**config.mk**
```make
export PLATFORM = sky130hd
export DESIGN_NAME = strided_addr_gen
export DESIGN_NICKNAME = d
export VERILOG_FILES = /design/src/rtl/strided_pkg.sv /design/src/rtl/strided_cfg.sv /design/src/rtl/strided_dim.sv /design/src/rtl/strided_addr_gen.sv
export SDC_FILE = /design/constraint.sdc
export NUM_CORES = 1
export LEC_CHECK = 0
export BUFFER_PORTS_ARGS = -buffer_cell sky130_fd_sc_hd__buf_2
export CORE_MARGIN = 1
export CORE_UTILIZATION = 40
export DETAILED_ROUTE_END_ITERATION = 12
export SYNTH_ARGS = -nofsm -noshare
export SYNTH_HDL_FRONTEND = slang
export SYNTH_HIERARCHICAL = 1
export SYNTH_SLANG_ARGS = --single-unit
```
**constraint.sdc**
```tcl
create_clock -name clk -period 23.1 [get_ports clk]
set_input_delay 1.155 -clock clk [delete_from_list [all_inputs] [get_ports clk]]
set_output_delay 1.155 -clock clk [all_outputs]
set_load 0.05 [all_outputs]
```
**src/rtl/strided_pkg.sv**
```systemverilog
package strided_pkg;
  localparam int MAX_WSEL = 5;
  localparam int W_LOG2_MIN = 2;

  // Byte shift that turns a step in vectors into a step in bytes.
  function automatic int unsigned vec_shift(input logic [2:0] wsel);
    int unsigned s;
    s = (int'(wsel) > MAX_WSEL) ? MAX_WSEL : int'(wsel);
    return s + W_LOG2_MIN;
  endfunction
endpackage

```
**src/rtl/strided_cfg.sv**
```systemverilog
module strided_cfg
  import strided_pkg::*;
#(
  parameter int ADDR_W = 32,
  parameter int IDX_W  = 16,
  parameter int WSEL_W = 3,
  parameter int NDIM   = 3
) (
  input  logic                         clk,
  input  logic                         rst,
  input  logic                         restart,
  input  logic [ADDR_W-1:0]            cfg_base,
  input  logic [WSEL_W-1:0]            cfg_wsel,
  input  logic [NDIM-2:0][IDX_W-1:0]   cfg_size,
  input  logic [NDIM-1:0][ADDR_W-1:0]  cfg_step,
  output logic [ADDR_W-1:0]            base_q,
  output logic [NDIM-2:0][IDX_W-1:0]   size_q,
  output logic [NDIM-1:0][ADDR_W-1:0]  delta_q
);
  logic [2:0] wsel3;
  assign wsel3 = 3'(cfg_wsel);

  always_ff @(posedge clk) begin
    if (rst) begin
      base_q <= '0;
      size_q <= '0;
    end else if (restart) begin
      base_q <= cfg_base;
      size_q <= cfg_size;
    end
  end

  for (genvar d = 0; d < NDIM; d++) begin : g_delta
    always_ff @(posedge clk) begin
      if (rst) delta_q[d] <= '0;
      else if (restart) delta_q[d] <= cfg_step[d] << vec_shift(wsel3);
    end
  end

  // Captured configuration only moves on a restart.
  assert_cfg_hold_R9: assert property (@(posedge clk) disable iff (rst)
    !restart |=> ($stable(base_q) && $stable(size_q) && $stable(delta_q)));
  assert_cfg_capture_R2: assert property (@(posedge clk) disable iff (rst)
    restart |=> (base_q == $past(cfg_base)));
endmodule

```
**src/rtl/strided_dim.sv**
```systemverilog
module strided_dim #(
  parameter int ADDR_W = 32,
  parameter int IDX_W  = 16
) (
  input  logic              clk,
  input  logic              rst,
  input  logic              clear,
  input  logic              adv,
  input  logic [IDX_W-1:0]  size,
  input  logic [ADDR_W-1:0] delta,
  output logic [ADDR_W-1:0] off_nxt,
  output logic              wrap
);
  logic [IDX_W-1:0]  idx_q, idx_nxt;
  logic [ADDR_W-1:0] off_q;
  logic              last;

  // Size 0 satisfies the compare at once, so it behaves as size 1.
  assign last = ({1'b0, idx_q} + {{IDX_W{1'b0}}, 1'b1}) >= {1'b0, size};
  assign wrap = adv && !clear && last;

  always_comb begin
    idx_nxt = idx_q;
    off_nxt = off_q;
    if (clear) begin
      idx_nxt = '0;
      off_nxt = '0;
    end else if (adv) begin
      if (last) begin
        idx_nxt = '0;
        off_nxt = '0;
      end else begin
        idx_nxt = idx_q + 1'b1;
        off_nxt = off_q + delta;
      end
    end
  end

  always_ff @(posedge clk) begin
    if (rst) begin
      idx_q <= '0;
      off_q <= '0;
    end else begin
      idx_q <= idx_nxt;
      off_q <= off_nxt;
    end
  end

  assert_idx_bound_R4: assert property (@(posedge clk) disable iff (rst)
    (idx_q == '0) || (idx_q < size));
  assert_wrap_zero_R4: assert property (@(posedge clk) disable iff (rst)
    wrap |=> (idx_q == '0 && off_q == '0));
  assert_adv_step_R4: assert property (@(posedge clk) disable iff (rst)
    (adv && !clear && !last) |=> (idx_q == $past(idx_q) + 1'b1));
endmodule

```
**src/rtl/strided_addr_gen.sv**
```systemverilog
module strided_addr_gen #(
  parameter int ADDR_W = 32,
  parameter int IDX_W  = 16,
  parameter int WSEL_W = 3
) (
  input  logic              clk,
  input  logic              rst,
  input  logic              restart,
  input  logic [ADDR_W-1:0] cfg_base,
  input  logic [WSEL_W-1:0] cfg_wsel,
  input  logic [IDX_W-1:0]  cfg_size0,
  input  logic [IDX_W-1:0]  cfg_size1,
  input  logic [ADDR_W-1:0] cfg_step0,
  input  logic [ADDR_W-1:0] cfg_step1,
  input  logic [ADDR_W-1:0] cfg_step2,
  output logic              addr_valid,
  input  logic              addr_ready,
  output logic [ADDR_W-1:0] addr_out
);
  localparam int NDIM = 3;
  localparam int NBND = NDIM - 1;

  logic [ADDR_W-1:0]           base_q;
  logic [NBND-1:0][IDX_W-1:0]  size_q;
  logic [NDIM-1:0][ADDR_W-1:0] delta_q;
  logic [NBND-1:0][ADDR_W-1:0] off_nxt;
  logic [NBND-1:0]             wrap;
  logic [NBND:0]               adv;
  logic [ADDR_W-1:0]           off2_q, off2_nxt, base_sel, sum_nxt;
  logic                        fire;

  strided_cfg #(.ADDR_W(ADDR_W), .IDX_W(IDX_W), .WSEL_W(WSEL_W), .NDIM(NDIM)) u_cfg (
    .clk(clk), .rst(rst), .restart(restart),
    .cfg_base(cfg_base), .cfg_wsel(cfg_wsel),
    .cfg_size({cfg_size1, cfg_size0}),
    .cfg_step({cfg_step2, cfg_step1, cfg_step0}),
    .base_q(base_q), .size_q(size_q), .delta_q(delta_q)
  );

  assign fire   = addr_valid && addr_ready && !restart;
  assign adv[0] = fire;

  for (genvar d = 0; d < NBND; d++) begin : g_dim
    strided_dim #(.ADDR_W(ADDR_W), .IDX_W(IDX_W)) u_dim (
      .clk(clk), .rst(rst), .clear(restart), .adv(adv[d]),
      .size(size_q[d]), .delta(delta_q[d]),
      .off_nxt(off_nxt[d]), .wrap(wrap[d])
    );
    assign adv[d+1] = wrap[d];
  end

  // Outermost dimension: unbounded accumulator.
  always_comb begin
    off2_nxt = off2_q;
    if (restart)        off2_nxt = '0;
    else if (adv[NBND]) off2_nxt = off2_q + delta_q[NBND];
  end

  assign base_sel = restart ? cfg_base : base_q;
  assign sum_nxt  = base_sel + off2_nxt + off_nxt[1] + off_nxt[0];

  always_ff @(posedge clk) begin
    if (rst) begin
      off2_q     <= '0;
      addr_valid <= 1'b0;
      addr_out   <= '0;
    end else begin
      off2_q <= off2_nxt;
      if (restart || fire) begin
        addr_valid <= 1'b1;
        addr_out   <= sum_nxt;
      end
    end
  end

  assert_hold_R8: assert property (@(posedge clk) disable iff (rst)
    (addr_valid && !addr_ready && !restart) |=> (addr_valid && $stable(addr_out)));
  assert_restart_base_R2: assert property (@(posedge clk) disable iff (rst)
    restart |=> (addr_valid && addr_out == $past(cfg_base)));
  assert_valid_origin_R1: assert property (@(posedge clk) disable iff (rst)
    $rose(addr_valid) |-> $past(restart));
endmodule

```
==> results of run 1 <==
layout by cell type, fill, tap and decap left out, types with 18 or more instances in the layout:
cell type,synthesis,layout
buf_4,7,30
a211oi_1,48,48
a21o_1,90,90
nor3_1,47,45
o211ai_1,22,22
and2_1,34,34
inv_1,171,171
mux2i_1,170,170
nand3b_1,30,30
nand2b_1,22,22
a221oi_1,22,22
nand4_1,29,29
xor2_1,57,57
a22oi_1,71,71
o21a_1,18,18
o22ai_1,25,25
a21oi_1,238,237
o21bai_1,21,21
fa_1,65,65
dfxtp_1,321,321
clkbuf_16,0,41
nand3_1,78,78
xnor2_1,72,72
or2_2,20,20
buf_2,64,195
or3_1,23,23
o21ai_0,123,123
nor2_1,396,392
ha_1,159,158
and3_1,37,37
nor2b_1,62,62
a31oi_1,50,50
nand2_1,277,277
mux2_2,51,51
final cells by class:
type / count / area, µm² / share of cell area
multi-input cells: 2613 / 18500 / 0.631
flip-flops and latches: 321 / 6430 / 0.219
repair buffers: 228 / 1250 / 0.0426
clock buffers: 55 / 1140 / 0.0388
well taps: 855 / 1070 / 0.0365
inverters: 174 / 656 / 0.0224
clock inverters: 18 / 283 / 0.00965
diodes: 1 / 2.50 / 0.0000854
per-stage QoR:
step,setup WS [ns],cell area (µm²)
2_1_floorplan,14.77,26500
3_3_place_gp,14.28,27900
3_5_place_dp,14.07,27900
4_1_cts,14.05,29300
5_1_grt,13.29,29300
6_report,13.99,29300
power by group:
part           total (W)  leakage, nW  internal, W  switching, W
sequential      0.000605         2.62     0.000579     0.0000255
combinational   0.000317         9.36     0.000112      0.000205
clock           0.000691        0.686     0.000424      0.000266
worst max-delay path, delay by kind of cell (launching register included):
family | cells | cell delay [ns]
and+or+nand+nor | 11 | 2.15
muxes | 1 | 0.36
DFF | 1 | 0.41
AOI/OAI and AO/OA | 11 | 2.39
xor gates and xnor gates | 1 | 0.10
adders and majority gates | 5 | 1.84
buffers and inverters | 5 | 1.74
cell families after synthesis:
logic type	after synthesis	share of synthesized area
DFF	321	0.243
xor gates and xnor gates	129	0.0427
adders and majority gates	224	0.124
and+or+nand+nor	1092	0.193
buffers and inverters	382	0.0598
muxes	227	0.0901
AOI/OAI and AO/OA	941	0.247
final timing paths:
path / from / end / slack, ns / cells past startpoint
worst min register to register: addr_out[0] / addr_out[0] / 0.45 / 2
worst max-delay path: g_dim[0].u_dim/idx_q[0] / addr_out[31] / 13.99 / 34
worst min-delay path: addr_out[0] / addr_out[0] / 0.45 / 2
worst max register to register: g_dim[0].u_dim/idx_q[0] / addr_out[31] / 13.99 / 34
layer usage:
metal	vias up	routed length [µm]	GRT usage
met3	135	5600	0.0307
met2	964	39200	0.398
met4	0	2930	0.0837
met1	11900	43300	0.386
li1	12100	-	-
met5	-	0	0
registers in the layout, indices dropped and copies added, names as in the netlist:
signal / count
addr_out: 32
addr_valid: 1
g_dim.u_dim/idx_q: 32
g_dim.u_dim/off_q: 64
off2_q: 32
u_cfg/base_q: 32
u_cfg/delta_q: 96
u_cfg/size_q: 32
==> impl_metrics.tcl, run 1 <==
set metrics [dict create \
    max_freq_mhz 110 \
    hold_class "register to register" \
    vias 25100 \
    fin_crit_sh 0.394 \
    critical_path_class "register to register" \
    slew_headroom 0.221 \
    post_cts_buffers 0 \
    wl_um 91000 \
    ys_seq_area_frac 0.243 \
    status "complete, no violations" \
    cts_resized 0 \
    cts_tree "built" \
    fin_skew_ns 0.0298 \
    hpwl_um 68000 \
    syn_inst 3316 \
    setup_viol 0 \
    finalHoldViolCount 0 \
    grt_max_degree 158 \
    port_buffers 199 \
    overflow 0 \
    finalMaxSlewViolations 0 \
    drtIter0Drc 2280 \
    syn-num-nets 3707 \
    tns_ns 0 \
    synth_area_um2 26500 \
    core_um2 64900 \
    antenna_found_initial 0 \
    drt-wirelength-per-cell_um 21.3 \
    synthTopCellsByCount "nor2_1 (396), dfxtp_1 (321), nand2_1 (277)" \
    vias_per_cell 5.88 \
    power_density_nw_per_um2 55.0 \
    cp_slowest_stage_delay_ns 0.49 \
    grt_pass1_vias 22900 \
    yosys.area.top_type "dfxtp_1" \
    clkTransAtPathRegs_ns 0.07 \
    crit_arrival_ns 9.61 \
    endpoint_kind "register" \
    yosysTopAreaCellShare 0.243 \
    layout_min_cycle_time_ns 9.11 \
    worst_slew_pin_slew_ns 1.16 \
    firstDrtPassIters 8 \
    maxCapViolCount 0 \
    drcViolationCount 0 \
    fin_cells 4265 \
    yosys-top-cells-area "dfxtp_1 (24%), ha_1 (7.5%), mux2i_1 (6.4%)" \
    peakVddDrop_uv 56.6 \
    rows 93 \
    power_w 0.00161 \
    critPathRequiredTime_ns 23.61 \
    die_h_um 259 \
    rsz0062_at_grt "no" \
    clockBufferDepth 3 \
    worstSetupStartpointType "register" \
    initial_core_util 0.408 \
    cts_num_sinks 321 \
    hold_buffers 0 \
    ctsHtreeMaxLevel 2 \
    synthArstFlopShare 0 \
    final_core_util 0.451 \
    place_congestion 0.968 \
    die_w_um 259 \
    fillers 6614 \
    synth-main-ff-cell "dfxtp_1" \
    synth-seq-cells 321 \
    synth_cell_types 99 \
    synth_edf_count 0 \
    worstSkewPairLatency_ns 0.58 \
    drive_gt1_frac 0.129 \
    critPathMaxFanout 40 \
    leakage_nw 12.7 \
    synth_area_per_cell_um2 7.98 \
    drtAntennaViolNets 0 \
    place_inst 4191 \
    dieArea_um2 67200 \
    ys_warn_count 6 \
    io_pins 200 \
    numCtsBuffers 41 \
    area_growth_syn_to_layout_pct 10.8 \
    whs_ns 0.446 \
    cts_root_buffer "clkbuf_16" \
    finalNetCount 3770 \
    crit_slowest_cell "buf_4" \
    synth.most_common_cell "nor2_1" \
    track_usage 0.263 \
    grt_pass1_wl_um 139000 \
]
Note: power is estimated with default switching activity, not from simulation.
==> inputs of run 2 (changes only) <==
- clock period: 23.1 -> 7.31 ns (I/O delays scaled with it)
==> impl_metrics.tcl, run 2 (same netlist as run 1, synthesis figures left out) <==
set metrics [dict create \
    vias_per_cell 5.84 \
    firstDrtPassIters 6 \
    overflow 0 \
    drive_gt1_frac 0.161 \
    dieArea_um2 67200 \
    worstSetupStartpointType "register" \
    finalMaxSlewViolations 0 \
    endpoint_kind "register" \
    place_congestion 0.945 \
    ctsHtreeMaxLevel 2 \
    cts_root_buffer "clkbuf_16" \
    drcViolationCount 0 \
    p_switching_w 0.00154 \
    crit_slowest_cell "fa_1" \
    wl_um 91200 \
    rows 93 \
    combPwrFrac 0.200 \
    initial_core_util 0.408 \
    setup_ws_ns 0.303 \
    power_density_nw_per_um2 169 \
    p_seq_frac 0.374 \
    clkTransAtPathRegs_ns 0.06 \
    core_um2 64900 \
    hpwl_um 68700 \
    multi_input_area_um2 18800 \
    worst_slew_pin_slew_ns 1.22 \
    regMostFlops "u_cfg/delta_q" \
    hold_class "input port to register" \
    finalNetCount 3830 \
    port_buffers 199 \
    final_common_cell "nor2_1" \
    reg2reg_depth 34 \
    final_cell_mix "nor2_1 (386), dfxtp_1 (318), nand2_1 (277), a21oi_1 (233), buf_2 (195)" \
    peakVddDrop_uv 154 \
    rsz0062_at_grt "yes" \
    register_area_um2 6430 \
    area_growth_syn_to_layout_pct 14.1 \
    worstSkewPairLatency_ns 0.56 \
    setup_viol 0 \
    finalHoldViolCount 0 \
    fin_skew_ns 0.0117 \
    cp_slowest_stage_delay_ns 0.50 \
    fillers 6561 \
    cts_num_sinks 321 \
    drt-wirelength-per-cell_um 21.1 \
    whs_ns 0.0509 \
    drtAntennaViolNets 0 \
    place_ws_ns -0.0400 \
    hold_buffers 0 \
    maxCapViolCount 0 \
    r2r_slack_ns 0.30 \
    slew_headroom 0.187 \
    diodes 0 \
    numCtsBuffers 41 \
    swShare 0.302 \
    critPathRequiredTime_ns 7.79 \
    largest_reg_flops 96 \
    clockBufferDepth 3 \
    critPathMaxFanout 5 \
    io_pins 200 \
    status "complete, no violations" \
    grt_pass1_vias 23500 \
    critical_path_class "register to register" \
    grt_pass1_wl_um 140000 \
    layout_min_cycle_time_ns 7.01 \
    fin_crit_sh 0.959 \
    grt_max_degree 107 \
    cts_tree "built" \
    track_usage 0.264 \
    drtIter0Drc 2300 \
    antenna_found_initial 0 \
    power.share.clock 0.426 \
    die_w_um 259 \
    leakage_nw 13.1 \
    hold_path_depth 3 \
    p_int_w 0.00357 \
    max_freq_mhz 143 \
    die_h_um 259 \
    vias 25200 \
    reg_top3 "u_cfg/delta_q (96), g_dim.u_dim/off_q (64)" \
    crit_arrival_ns 7.49 \
]
-- run 2: layout make-up --
type	count	area share
multi-input cells	2613	0.623
flip-flops and latches	321	0.213
repair buffers	288	0.0586
clock buffers	55	0.0391
well taps	855	0.0354
inverters	174	0.0218
clock inverters	17	0.00871
-- run 2: what timing repair did --
item                                    CTS  global route
endpoints found under the setup margin    1            17
pin swaps                                 1            31
gates resized for setup                   0            76
buffers inserted                          3            10
gates cloned                              0             1
-- run 2: through the flow --
stage	cell area (µm²)	utilization	TNS (ns)	cells	total power [W]
after floorplan	26600	-	0	3316	0.00260
after global placement	28300	0.436	0	4237	0.00293
after detailed placement	28300	0.436	-0.0400	4237	0.00293
after CTS	29800	0.458	0	4312	0.00513
after global routing	30200	0.465	-0.180	4323	0.00531
final	30200	0.465	0	4323	0.00511
-- run 2: final timing paths --
path	from	to
hold / removal	cfg_size0[5]	u_cfg/size_q[5]
setup / recovery	g_dim[0].u_dim/idx_q[0]	addr_out[31]
hold reg to reg	addr_out[10]	addr_out[10]
setup reg to reg	g_dim[0].u_dim/idx_q[0]	addr_out[31]
-- run 2: critical path, delay by kind of cell (launching register included) --
family                     cells  cell delay [ns]
xor gates and xnor gates       1             0.12
and+or+nand+nor               10             1.61
AOI/OAI and AO/OA             10             1.76
buffers and inverters          5             0.60
muxes                          2             0.50
DFF                            1             0.37
adders and majority gates      6             1.96
-- run 2: power by group through the flow --
| stage | sequential [W] | clock, W | combinational, W |
|---|---|---|---|
| after global placement | 0.00194 | 0 | 0.000989 |
| after CTS | 0.00191 | 0.00223 | 0.000993 |
| final | 0.00191 | 0.00218 | 0.00102 |
| after global routing | 0.00192 | 0.00229 | 0.00110 |
| after detailed placement | 0.00195 | 0 | 0.000988 |
| after floorplan | 0.00195 | 0 | 0.000657 |
-- run 2: routing by layer --
metal / vias to the layer above / GRT usage / wire [µm]
met5: - / 0 / 0
met4: 0 / 0.0974 / 3340
met3: 128 / 0.0310 / 5930
met2: 968 / 0.399 / 39100
met1: 12000 / 0.384 / 42800
li1: 12200 / - / -
